## src/rtl/mdio_pkg.sv

```systemverilog
package mdio_pkg;

  typedef enum logic [2:0] {
    SEL_CFG  = 3'd0,
    SEL_CMD  = 3'd1,
    SEL_ADR  = 3'd2,
    SEL_WDAT = 3'd3,
    SEL_RDAT = 3'd4,
    SEL_FLAG = 3'd5
  } reg_sel_e;

  // Half of the MDC period in system clocks for each divider code.
  function automatic logic [6:0] half_period(input logic [3:0] code);
    logic [6:0] h;
    case (code)
      4'd0:  h = 7'd1;
      4'd1:  h = 7'd2;
      4'd2:  h = 7'd3;
      4'd3:  h = 7'd4;
      4'd4:  h = 7'd5;
      4'd5:  h = 7'd7;
      4'd6:  h = 7'd10;
      4'd7:  h = 7'd14;
      4'd8:  h = 7'd8;
      4'd9:  h = 7'd16;
      4'd10: h = 7'd24;
      4'd11: h = 7'd32;
      4'd12: h = 7'd40;
      4'd13: h = 7'd56;
      4'd14: h = 7'd80;
      default: h = 7'd112;
    endcase
    return h;
  endfunction

  // 32-bit Clause 22 frame body, MSB first on the wire.
  function automatic logic [31:0] build_frame(input logic rd, input logic [4:0] phy,
                                              input logic [4:0] regn, input logic [15:0] wd);
    return {2'b01, (rd ? 2'b10 : 2'b01), phy, regn, (rd ? 2'b11 : 2'b10),
            (rd ? 16'hFFFF : wd)};
  endfunction

endpackage

```

## src/rtl/mdio_clkgen.sv

```systemverilog
module mdio_clkgen #(
  parameter int HALF_W = 7
) (
  input  logic       clk,
  input  logic       rst,
  input  logic       run,
  input  logic [3:0] code,
  output logic       mdc,
  output logic       rise_tick,
  output logic       fall_tick
);
  import mdio_pkg::*;

  logic [HALF_W-1:0] cnt;
  logic [HALF_W-1:0] half_m1;
  logic              tick;

  always_comb begin
    half_m1   = HALF_W'(half_period(code)) - HALF_W'(1);
    tick      = run && (cnt == half_m1);
    rise_tick = tick && !mdc;
    fall_tick = tick && mdc;
  end

  always_ff @(posedge clk) begin
    if (rst || !run) begin
      cnt <= '0;
      mdc <= 1'b0;
    end else if (tick) begin
      cnt <= '0;
      mdc <= !mdc;
    end else begin
      cnt <= cnt + HALF_W'(1);
    end
  end
endmodule

```

## src/rtl/mdio_frame.sv

```systemverilog
module mdio_frame #(
  parameter int PRE_LEN    = 32,
  parameter int FRAME_BITS = 32,
  parameter int DATA_W     = 16
) (
  input  logic              clk,
  input  logic              rst,
  input  logic              abort,
  input  logic              start,
  input  logic              start_rd,
  input  logic              no_pre,
  input  logic [FRAME_BITS-1:0] frame,
  input  logic              rise_tick,
  input  logic              fall_tick,
  input  logic              mdi,
  output logic              active,
  output logic              is_rd,
  output logic              mdo,
  output logic              mdo_oe,
  output logic              fin,
  output logic [DATA_W-1:0] rx_data
);
  localparam int TOT     = PRE_LEN + FRAME_BITS;
  localparam int CW      = $clog2(TOT);
  localparam int REL_LEN = DATA_W + 2;

  logic [TOT-1:0] tx;
  logic [CW-1:0]  cnt;

  assign mdo = tx[TOT-1];
  assign fin = active && fall_tick && (cnt == '0);

  always_ff @(posedge clk) begin
    if (rst || abort) begin
      active  <= 1'b0;
      is_rd   <= 1'b0;
      tx      <= '0;
      cnt     <= '0;
      mdo_oe  <= 1'b0;
      rx_data <= '0;
    end else if (start && !active) begin
      active <= 1'b1;
      is_rd  <= start_rd;
      mdo_oe <= 1'b1;
      if (no_pre) begin
        tx  <= {frame, {PRE_LEN{1'b0}}};
        cnt <= CW'(FRAME_BITS - 1);
      end else begin
        tx  <= {{PRE_LEN{1'b1}}, frame};
        cnt <= CW'(TOT - 1);
      end
    end else if (active) begin
      if (rise_tick && is_rd && (cnt < CW'(DATA_W)))
        rx_data <= {rx_data[DATA_W-2:0], mdi};
      if (fall_tick) begin
        if (cnt == '0) begin
          active <= 1'b0;
          mdo_oe <= 1'b0;
          tx     <= '0;
        end else begin
          tx     <= {tx[TOT-2:0], 1'b0};
          cnt    <= cnt - CW'(1);
          mdo_oe <= !(is_rd && (cnt <= CW'(REL_LEN)));
        end
      end
    end
  end
endmodule

```

## src/rtl/mdio_master.sv

```systemverilog
module mdio_master #(
  parameter int BUS_W   = 32,
  parameter int PRE_LEN = 32,
  parameter int DATA_W  = 16,
  parameter int ADDR_W  = 5
) (
  input  logic             clk,
  input  logic             rst,
  input  logic             reg_wr,
  input  logic [2:0]       reg_addr,
  input  logic [BUS_W-1:0] reg_wdata,
  output logic [BUS_W-1:0] reg_rdata,
  output logic             mdc,
  output logic             mdo,
  output logic             mdo_oe,
  input  logic             mdi
);
  import mdio_pkg::*;

  localparam int FRAME_BITS = 2 + 2 + 2 * ADDR_W + 2 + DATA_W;
  localparam int PHY_LSB    = 8;

  logic [3:0]        cfg_code;
  logic              cfg_nopre;
  logic [ADDR_W-1:0] adr_phy, adr_reg;
  logic [DATA_W-1:0] wdat_q, rdat_q;
  logic              scan_req, scan_flag, flag_nv;

  logic eng_active, eng_rd, eng_fin, rise_tick, fall_tick;
  logic [DATA_W-1:0] eng_rx;
  logic mgmt_rst, idle, go_wr, go_rd, go_scan, restart, eng_start, eng_start_rd;
  logic wr_cfg, wr_cmd, wr_adr, wr_wdat;
  logic [FRAME_BITS-1:0] frame;

  always_comb begin
    wr_cfg   = reg_wr && (reg_addr == SEL_CFG);
    wr_cmd   = reg_wr && (reg_addr == SEL_CMD);
    wr_adr   = reg_wr && (reg_addr == SEL_ADR);
    wr_wdat  = reg_wr && (reg_addr == SEL_WDAT);
    mgmt_rst = wr_cfg && reg_wdata[BUS_W-1];
    idle     = !eng_active && !scan_flag;
    go_scan  = wr_cmd && reg_wdata[1] && idle;
    go_rd    = wr_cmd && reg_wdata[0] && !reg_wdata[1] && idle;
    go_wr    = wr_wdat && idle;
    restart  = scan_flag && scan_req && !eng_active && !mgmt_rst;
    eng_start    = go_wr || go_rd || go_scan || restart;
    eng_start_rd = !go_wr;
    frame = build_frame(eng_start_rd, adr_phy, adr_reg,
                        go_wr ? reg_wdata[DATA_W-1:0] : wdat_q);
  end

  always_ff @(posedge clk) begin
    if (rst) begin
      cfg_code  <= '0;
      cfg_nopre <= 1'b0;
      adr_phy   <= '0;
      adr_reg   <= '0;
      wdat_q    <= '0;
      rdat_q    <= '0;
      scan_req  <= 1'b0;
      scan_flag <= 1'b0;
      flag_nv   <= 1'b0;
    end else begin
      if (wr_cfg) begin
        cfg_code  <= reg_wdata[3:0];
        cfg_nopre <= reg_wdata[4];
      end
      if (wr_adr) begin
        adr_phy <= reg_wdata[PHY_LSB +: ADDR_W];
        adr_reg <= reg_wdata[0 +: ADDR_W];
      end
      if (go_wr) wdat_q <= reg_wdata[DATA_W-1:0];

      if (mgmt_rst) begin
        scan_req  <= 1'b0;
        scan_flag <= 1'b0;
        flag_nv   <= 1'b0;
      end else begin
        if (go_scan) scan_req <= 1'b1;
        else if (wr_cmd && !reg_wdata[1]) scan_req <= 1'b0;

        if (go_scan) scan_flag <= 1'b1;
        else if (scan_flag && !scan_req && (eng_fin || !eng_active)) scan_flag <= 1'b0;

        if (go_rd || go_scan) flag_nv <= 1'b1;
        else if (eng_fin && eng_rd) flag_nv <= 1'b0;

        if (eng_fin && eng_rd) rdat_q <= eng_rx;
      end
    end
  end

  always_ff @(posedge clk) begin
    if (rst) reg_rdata <= '0;
    else begin
      case (reg_addr)
        SEL_CFG:  reg_rdata <= BUS_W'({cfg_nopre, cfg_code});
        SEL_CMD:  reg_rdata <= BUS_W'({scan_req, 1'b0});
        SEL_ADR:  reg_rdata <= BUS_W'({adr_phy, {(PHY_LSB-ADDR_W){1'b0}}, adr_reg});
        SEL_WDAT: reg_rdata <= BUS_W'(wdat_q);
        SEL_RDAT: reg_rdata <= BUS_W'(rdat_q);
        SEL_FLAG: reg_rdata <= BUS_W'({flag_nv, scan_flag, eng_active});
        default:  reg_rdata <= '0;
      endcase
    end
  end

  mdio_clkgen #(.HALF_W(7)) u_clk (
    .clk(clk), .rst(rst), .run(eng_active), .code(cfg_code),
    .mdc(mdc), .rise_tick(rise_tick), .fall_tick(fall_tick)
  );

  mdio_frame #(.PRE_LEN(PRE_LEN), .FRAME_BITS(FRAME_BITS), .DATA_W(DATA_W)) u_frame (
    .clk(clk), .rst(rst), .abort(mgmt_rst), .start(eng_start), .start_rd(eng_start_rd),
    .no_pre(cfg_nopre), .frame(frame), .rise_tick(rise_tick), .fall_tick(fall_tick),
    .mdi(mdi), .active(eng_active), .is_rd(eng_rd), .mdo(mdo), .mdo_oe(mdo_oe),
    .fin(eng_fin), .rx_data(eng_rx)
  );
endmodule

```

## config.mk

```make
export PLATFORM = sky130hd
export DESIGN_NAME = mdio_master
export DESIGN_NICKNAME = d
export VERILOG_FILES = /design/src/rtl/mdio_pkg.sv /design/src/rtl/mdio_clkgen.sv /design/src/rtl/mdio_frame.sv /design/src/rtl/mdio_master.sv
export SDC_FILE = /design/constraint.sdc
export NUM_CORES = 1
export LEC_CHECK = 0
export CAP_MARGIN = 20
export CORE_ASPECT_RATIO = 2
export CORE_UTILIZATION = 40
export CTS_CLUSTER_DIAMETER = 100
export DETAILED_ROUTE_END_ITERATION = 8
export PLACE_DENSITY = 0.55
export SLEW_MARGIN = 25
export SYNTH_ARGS = -nofsm -noshare
export SYNTH_HDL_FRONTEND = slang
export SYNTH_SLANG_ARGS = --single-unit
```

## constraint.sdc

```tcl
create_clock -name clk -period 5.5 [get_ports clk]
set_input_delay 0.55 -clock clk [delete_from_list [all_inputs] [get_ports clk]]
set_output_delay 0.55 -clock clk [all_outputs]
set_load 0.005 [all_outputs]
```

# Word level (Yosys, flattened, before mapping)
# Memory sizes are Yosys's and may differ from the RTL's. A register that Yosys moved wholly into a read port is not among the register bits.
# Index checks and enable logic that the tools add are counted.
# classes
add_sub_neg	3
order_cmp	2
eq_ne	7
muxes	30
bitwise_logic	2
n_reduce_logical	56
# op_table
op	count
2-to-1 mux 64 bit	5
case mux 16 bit (6 select lines)	1
2-to-1 mux 6 bit	5
logical AND 1 bit	28
2-to-1 mux 16 bit	1
2-to-1 mux 1 bit	15
nonzero test 2 bit	5
logical NOT 1 bit	8
2-to-1 mux 4 bit	2
adder 7 x 1 -> 7 bit, second input constant	1
equality test 7 bit	1
logical OR 1 bit	7
subtractor 7 x 1 -> 7 bit, second input constant	1
equality test 3 x 2 -> 1 bit, second input constant	2
equality test 3 bit, second input constant	2
<= comparator 6 x 5 -> 1 bit, second input constant	1
logical NOT 6 bit	1
less-than comparator 6 x 5 -> 1 bit, second input constant	1
AND reduction 3 bit	2
subtractor 6 x 1 -> 6 bit, second input constant	1
AND reduction 2 bit	2
OR reduction 2 bit	2
equality test 3 x 1 -> 1 bit, second input constant	1
logical NOT 3 bit	1
3 further kinds	4
# totals
regBits	179
mem_bits_ro	112
in_bits	39
out_inout_bits	35
elab_cells	119
memories	1
# memory_table
name	words	word_bits	read_ports	rd_ports_with_merged_regs	write_ports	line	text
(no name shown)	16	7	1	1	0	mdio_pkg.sv:15	case (code)

# Longest topological paths before layout
# Gate-level depths: netlist of run 1.
# logic_depth
depth_word	11
ltp_mapped	11
ltp_nobuf	8

# By module
# From an unflattened synthesis of run 1, not the netlist that was laid out.
# hier_totals
hier_cells	957
hier_area_um2	7704.9
# by_module_without_submodules
mod	n_inst	cells_each	area_per_inst_um2
mdio_frame	1	519	3921.3
mdio_master	1	357	3089.2
mdio_clkgen	1	81	694.4

# Worst setup path after synthesis of run 1
# Ideal clock, no wire load.
# synth_path
kind	input to register
from	in reg_addr[1]
to	reg u_frame.tx[55]
setup_ps	116
arrival_time_ps	2527
setup_slack_ps	2856
cell_stages	9
n_path_buf	3
path_cell_list	buf_2 -> or4b_1 -> clkbuf_1 -> o21ai_1 -> a31oi_2 -> a21oi_4 -> clkbuf_1 -> nor4_1 -> a31o_2
# synth_between
elab_chain_len	11
# synth_lines
element	line	text
from (decl)	mdio_master.sv:10	input logic [2:0] reg_addr,
equality test 3 x 1 -> 1 bit	mdio_master.sv:37	wr_cmd = reg_wr && (reg_addr == SEL_CMD);
logical AND 1 bit	mdio_master.sv:37	
logical AND 1 bit (3 in a row)	mdio_master.sv:43	go_rd = wr_cmd && reg_wdata[0] && !reg_wdata[1] && idle;
logical OR 1 bit (3 in a row)	mdio_master.sv:46	eng_start = go_wr || go_rd || go_scan || restart;
logical AND 1 bit	mdio_frame.sv:41	end else if (start && !active) begin
nonzero test 2 bit (no source line)	--	
AND reduction 2 bit (no source line)	--	
to (signal assigned)	mdio_frame.sv:46	tx <= {frame, {PRE_LEN{1'b0}}};
to (signal assigned)	mdio_frame.sv:49	tx <= {{PRE_LEN{1'b1}}, frame};
to (signal assigned)	mdio_frame.sv:61	tx <= {tx[TOT-2:0], 1'b0};
to (decl)	mdio_frame.sv:27	logic [TOT-1:0] tx;
# Parallel ways exist; a longest one is shown, timed or not.
# A chain may end at the register's enable or synchronous reset.

# Worst setup path after layout of run 1
# layout_path
from	in reg_addr[2]
to	reg u_frame.tx[51]
# The elaborated chain is that of the path after synthesis.

==> impl_metrics.py, run 1 <==
metrics = {
    "route": {
        "wl_um": 20100,
        "drt_iter0_drc": 251,
        "drc": 0,
        "wl_met3_um": 494,
        "vias": 6346,
        "met1_length_um": 8440,
        "antenna_left": 0,
        "vias_per_cell": 5.36,
        "wl_met2_um": 10800,
        "first_pass_iters": 4,
        "post_drt_wl_per_cell_um": 17.0,
        "top_layer": "met4",
    },
    "power": {
        "cell_internal_pwr_mw": 2.08,
        "p_switching_mw": 0.722,
        "seq_power_share_pct": 45.8,
        "clkPwrFrac_pct": 45.3,
        "swShare_pct": 25.8,
        "ir_worst_vdd_uv": 185,
        "power_density_nw_per_um2": 321,
        "leakagePower_nw": 3.16,
        "p_comb_share_pct": 8.9,
    },
    "worst_setup_path": {
        "worst_ep_required_time_ns": 5.87,
        "cpPeakStageDelay_ns": 0.77,
        "cp-end-kind": "flip-flop",
        "start_kind": "input pin",
        "critPathArrivalTime_ns": 4.06,
        "crit_chain": "clkdlybuf4s50_1, or4b_1, o21ai_1, a31o_2, buf_4, nor3b_1, nor4_1, a31o_2",
        "path_buf_inv": 2,
        "critPathKind": "in2reg",
        "critPathMaxFanout": 41,
        "cp_common_cell": "a31o_2",
        "cp_slowest_cell": "a31o_2",
        "critPathTopFamily": "compound AO/OA/AOI/OAI gates",
    },
    "finish": {
        "layout.nets": 961,
        "final_common_cell": "dfxtp_1",
        "final_cell_mix": "dfxtp_1 (170), nor2_1 (133), a21oi_1 (97), nand2_1 (96), nor3_1 (54)",
        "synthToLayoutAreaGrowth_pct": 14.6,
        "num-fill-cells": 1879,
        "fin_util_pct": 46.5,
        "multi_input_area_um2": 3780,
        "largest_register_ffs": 64,
        "seqCellArea_um2": 3400,
        "insertedDiodeCount": 0,
        "drive_gt1_share_pct": 8.29,
        "top_register": "u_frame.tx",
    },
    "synth": {
        "seq_area_frac_synth_pct": 44.8,
        "synth-seq-cells": 170,
        "ys_warn_count": 0,
        "ys_types": 60,
        "async_flop_share_pct": 0,
        "syn_inst": 917,
        "synth_ff_type": "dfxtp_1",
        "syn_avg_cell_area_um2": 8.29,
        "synth_edf_count": 0,
        "synth_area_um2": 7600,
    },
    "global_route": {
        "grt_pass1_wl_um": 33300,
        "grt_max_degree": 83,
        "antenna_found_initial": 0,
        "grt_remaining_overflow": 0,
        "grt_util_all_layers_pct": 21.7,
        "grt_pass1_vias": 6273,
    },
    "clock_network": {
        "cts_root_buf": "clkbuf_16",
        "clock_latency_ns": 0.42,
        "cts_htree_levels": 4,
        "ctsResizeCount": 0,
        "numCtsBuffers": 17,
        "cts_hold_buf": 0,
        "clk_pin_slew_worst_paths_ns": 0.07,
        "post_cts.repair.setup_buffers": 0,
        "clk_path_buf_depth": 2,
        "numClockSinks": 170,
        "cts_tree": "done",
    },
    "die": {
        "die_h_um": 197,
        "fp.coreArea_um2": 18700,
        "initial_core_util_pct": 40.6,
        "ios": 74,
        "rows": 71,
        "die_w_um": 99.5,
        "dieArea_um2": 19600,
    },
    "place": {
        "gp_congestion": 0.773,
        "dp_hpwl_um": 13300,
        "port_buffers": 42,
    },
    "outcome": {
        "status": "completed",
    },
    "job": {
        "cap_violations": 0,
    },
    "hold_path": {
        "hold_class": "reg2reg",
    },
    "sta": {
        "grt_setup_unrepaired": "false",
        "period_minus_slack_ns": 3.70,
        "setup_violations": 0,
        "finalHoldViolations": 0,
        "slew_violations": 0,
        "fmax_mhz": 271,
        "min_period_over_period_pct": 67.2,
        "worst_pin_slew_ns": 0.985,
        "finalSetupTns_ns": 0,
        "slew_headroom_pct": 34.3,
        "worst_clock_skew_ns": 0.00865,
    },
}
-- kinds of logic after synthesis --
family / synth area share (%)
other cells: 0.0493
flops: 44.8
fa+ha+maj: 0.987
buf+inv: 6.70
simple gates: 24.4
mux: 4.39
compound gates: 16.7
xor+xnor: 2.02
-- cell usage after synthesis, drive strengths merged (9+ instances only) --
cell type    n  area [um2]
clkbuf      54         203
or3         22         143
nor3b       22         165
dfxtp      170        3400
xnor2        9        78.8
a311oi      25         219
inv         14        52.6
a21oi       99         507
a31o        12         105
nand2       96         360
buf         39         254
mux2i       30         300
nor4        10        62.6
o21ai       16        80.1
nand3       20         100
nor3        54         270
a22oi       16         120
nor2       133         499
-- power by group through the flow --
stage          Sequential [mW]  Combinational [mW]  Clock, mW
2_1_floorplan             1.30               0.179          0
3_3_place_gp              1.31               0.248          0
3_5_place_dp              1.31               0.249          0
4_1_cts                   1.28               0.250       1.30
5_1_grt                   1.28               0.276       1.34
6_report                  1.28               0.248       1.27
-- final cells by class --
class | instances | share of cell area [%]
well taps | 255 | 3.66
multi-input cells | 655 | 43.4
flip-flops and latches | 170 | 39.1
clock inverters | 14 | 2.08
repair buffers | 58 | 6.15
inverters | 14 | 0.603
clock buffers | 18 | 5.04
-- final timing paths --
path / startpoint / endpoint / slack [ns] / depth (start not counted)
setup / recovery: reg_addr[2] / u_frame.tx[51] / 1.80 / 8
setup reg to reg: flip-flop / u_frame.tx[11] / 2.40 / 7
hold reg to reg: rdat_q[7] / rdat_q[7] / 0.45 / 2
hold / removal: rdat_q[7] / rdat_q[7] / 0.45 / 2
-- per-layer routing --
layer  global-route usage [%]  vias up
met4                     7.68        0
met3                     2.94       24
met5                        0        -
met1                     24.7     3020
li1                         -     3179
met2                     40.7      123
-- stage by stage --
step                      instances  setup WS (ns)  hold WS (ns)  power [mW]  instance area, um2
after floorplan                 932           2.86         0.432        1.48                7660
after global placement         1152           1.32         0.438        1.56                8080
after detailed placement       1152           1.35         0.444        1.56                8080
after CTS                      1184           1.80         0.454        2.83                8700
after global routing           1184           1.60         0.470        2.90                8710
final                          1184           1.80         0.451        2.80                8710
-- worst min-delay path: stages (launching register included) --
cell	delay (ns)
dfxtp_1	0.31
nand2_1	0.05
a21oi_1	0.05
Note: power is estimated with default switching activity, not from simulation.
==> run 2, diff against run 1 <==
Settings changed: PLACE_DENSITY 0.55 to 0.58.
Clock period 5.5 ns to 3.32 ns, I/O delays scaled along.
==> run 2 against run 1 <==
The run now ends with DRC left. Clock power rose by 53%. Register-to-register slack got worse by 1.9 ns. Die area did not move. Total power rose by 61%. Critical path depth fell by 1. Sequential cell count did not move. Critical path type is now reg2reg. Critical endpoint is now u_frame.tx[22]. Highest routed layer unchanged.
==> impl_metrics.py, run 2 (synthesis results as in run 1) <==
metrics = {
    "finish": {
        "num-fill-cells": 1879,
        "finalNonFillerCells": 1205,
        "drive_gt1_share_pct": 10.2,
        "final_cell_mix": "dfxtp_1 (170), nor2_1 (133), a21oi_1 (97), nand2_1 (96), nor3_1 (54)",
        "top_register": "u_frame.tx",
        "multi_input_area_um2": 3770,
        "layout.nets": 983,
        "final_common_cell": "dfxtp_1",
        "synthToLayoutAreaGrowth_pct": 17.0,
        "largest_register_ffs": 64,
        "seqCellArea_um2": 3400,
        "insertedDiodeCount": 0,
    },
    "sta": {
        "slew_violations": 0,
        "worst_pin_slew_ns": 0.701,
        "fin_ws_ns": 0.481,
        "fmax_mhz": 352,
        "period_minus_slack_ns": 2.84,
        "slew_headroom_pct": 53.2,
        "min_period_over_period_pct": 85.5,
        "worst_clock_skew_ns": 0.00829,
        "finalSetupTns_ns": 0,
        "grt_setup_unrepaired": "false",
        "finalHoldViolations": 0,
        "holdWs_ns": 0.216,
        "setup_violations": 0,
    },
    "outcome": {
        "violations": "DRC",
        "status": "finished with violations",
    },
    "power": {
        "cell_internal_pwr_mw": 3.32,
        "p_comb_share_pct": 9.8,
        "clkPwrFrac_pct": 43.1,
        "leakagePower_nw": 3.25,
        "swShare_pct": 26.4,
        "ir_worst_vdd_uv": 311,
        "p_switching_mw": 1.19,
        "power_density_nw_per_um2": 507,
        "seq_power_share_pct": 47.1,
    },
    "place": {
        "place_inst": 1174,
        "place_ws_ns": 0.0957,
        "port_buffers": 42,
        "gp_congestion": 0.784,
        "dp_hpwl_um": 13800,
    },
    "global_route": {
        "grt_pass1_wl_um": 32500,
        "grt_max_degree": 56,
        "grt_util_all_layers_pct": 21.3,
        "antenna_found_initial": 0,
        "grt_remaining_overflow": 0,
        "grt_pass1_vias": 6244,
    },
    "clock_network": {
        "numCtsBuffers": 17,
        "cts_root_buf": "clkbuf_16",
        "cts_tree": "done",
        "clk_path_buf_depth": 2,
        "numClockSinks": 170,
        "clk_pin_slew_worst_paths_ns": 0.07,
        "post_cts.repair.setup_buffers": 0,
        "ctsResizeCount": 0,
        "clock_latency_ns": 0.43,
        "cts_hold_buf": 0,
        "cts_htree_levels": 4,
    },
    "route": {
        "vias_per_cell": 5.38,
        "antenna_left": 0,
        "post_drt_wl_per_cell_um": 16.6,
        "wl_um": 20000,
        "drt_iter0_drc": 355,
        "drc": 1,
        "vias": 6481,
        "first_pass_iters": 6,
    },
    "worst_setup_path": {
        "r2r_slack_ns": 0.48,
        "cp-end-kind": "flip-flop",
        "critPathKind": "reg2reg",
        "start_kind": "flip-flop",
        "critPathArrivalTime_ns": 3.15,
        "worst_ep_required_time_ns": 3.63,
        "critPathMaxFanout": 43,
    },
    "hold_path": {
        "hold_class": "in2reg",
    },
    "die": {
        "die_w_um": 99.5,
        "ios": 74,
        "die_h_um": 197,
        "fp.coreArea_um2": 18700,
        "rows": 71,
        "initial_core_util_pct": 40.6,
        "dieArea_um2": 19600,
    },
    "job": {
        "cap_violations": 0,
    },
}
## run 2: cell count changes in the layout (fill, tap and decap cells not counted), moves of 2 or more
cell | before | now
buf_4 | 16 | 32
buf_12 | 0 | 6
inv_6 | 6 | 2
clkinvlp_4 | 1 | 4
bufinv_16 | 3 | 1
## run 2: final timing paths
kind / start / endpoint / cells after the start
setup / recovery: flip-flop / u_frame.tx[22] / 7
hold / removal: rst / u_clk.mdc / 2
setup reg to reg: flip-flop / u_frame.tx[22] / 7
hold reg to reg: u_frame.tx[46] / u_frame.tx[46] / 2
## run 2: critical path, cell delays in order, from the launching register on
cell      delay [ns]
dfxtp_1         0.34
or3_1           0.39
or3_4           0.41
a211oi_4        0.50
a21oi_4         0.28
buf_12          0.26
a311oi_1        0.43
nor3_1          0.08
## run 2: area by class of cell
cell class	count	share of cell area (%)
Multi-Input combinational cell	655	42.4
Sequential cell	170	38.3
Timing Repair Buffer	80	8.72
Clock buffer	19	5.09
Tap cell	255	3.59
Clock inverter	12	1.31
Inverter	14	0.591
## run 2: metal layers
metal / up-vias / global-route usage, % / part of all wire [%]
met3: 32 / 2.87 / 2.9
met2: 135 / 39.6 / 54
met4: 0 / 8.88 / 2.6
li1: 3232 / - / -
met1: 3082 / 24.0 / 40
met5: - / 0 / 0
## run 2: power by group through the flow
stage | clock network [mW] | registers, mW | logic (mW)
2_1_floorplan | 0 | 2.16 | 0.296
3_3_place_gp | 0 | 2.17 | 0.439
3_5_place_dp | 0 | 2.17 | 0.442
4_1_cts | 1.99 | 2.12 | 0.443
5_1_grt | 2.06 | 2.13 | 0.483
6_report | 1.94 | 2.12 | 0.440
## run 2: per-stage QoR
step	cell area (um2)	utilization, %	power, mW
after floorplan	7660	-	2.45
after global placement	8320	44.4	2.61
after detailed placement	8330	44.4	2.61
after CTS	8890	47.5	4.56
after global routing	8890	47.5	4.67
final	8890	47.5	4.51
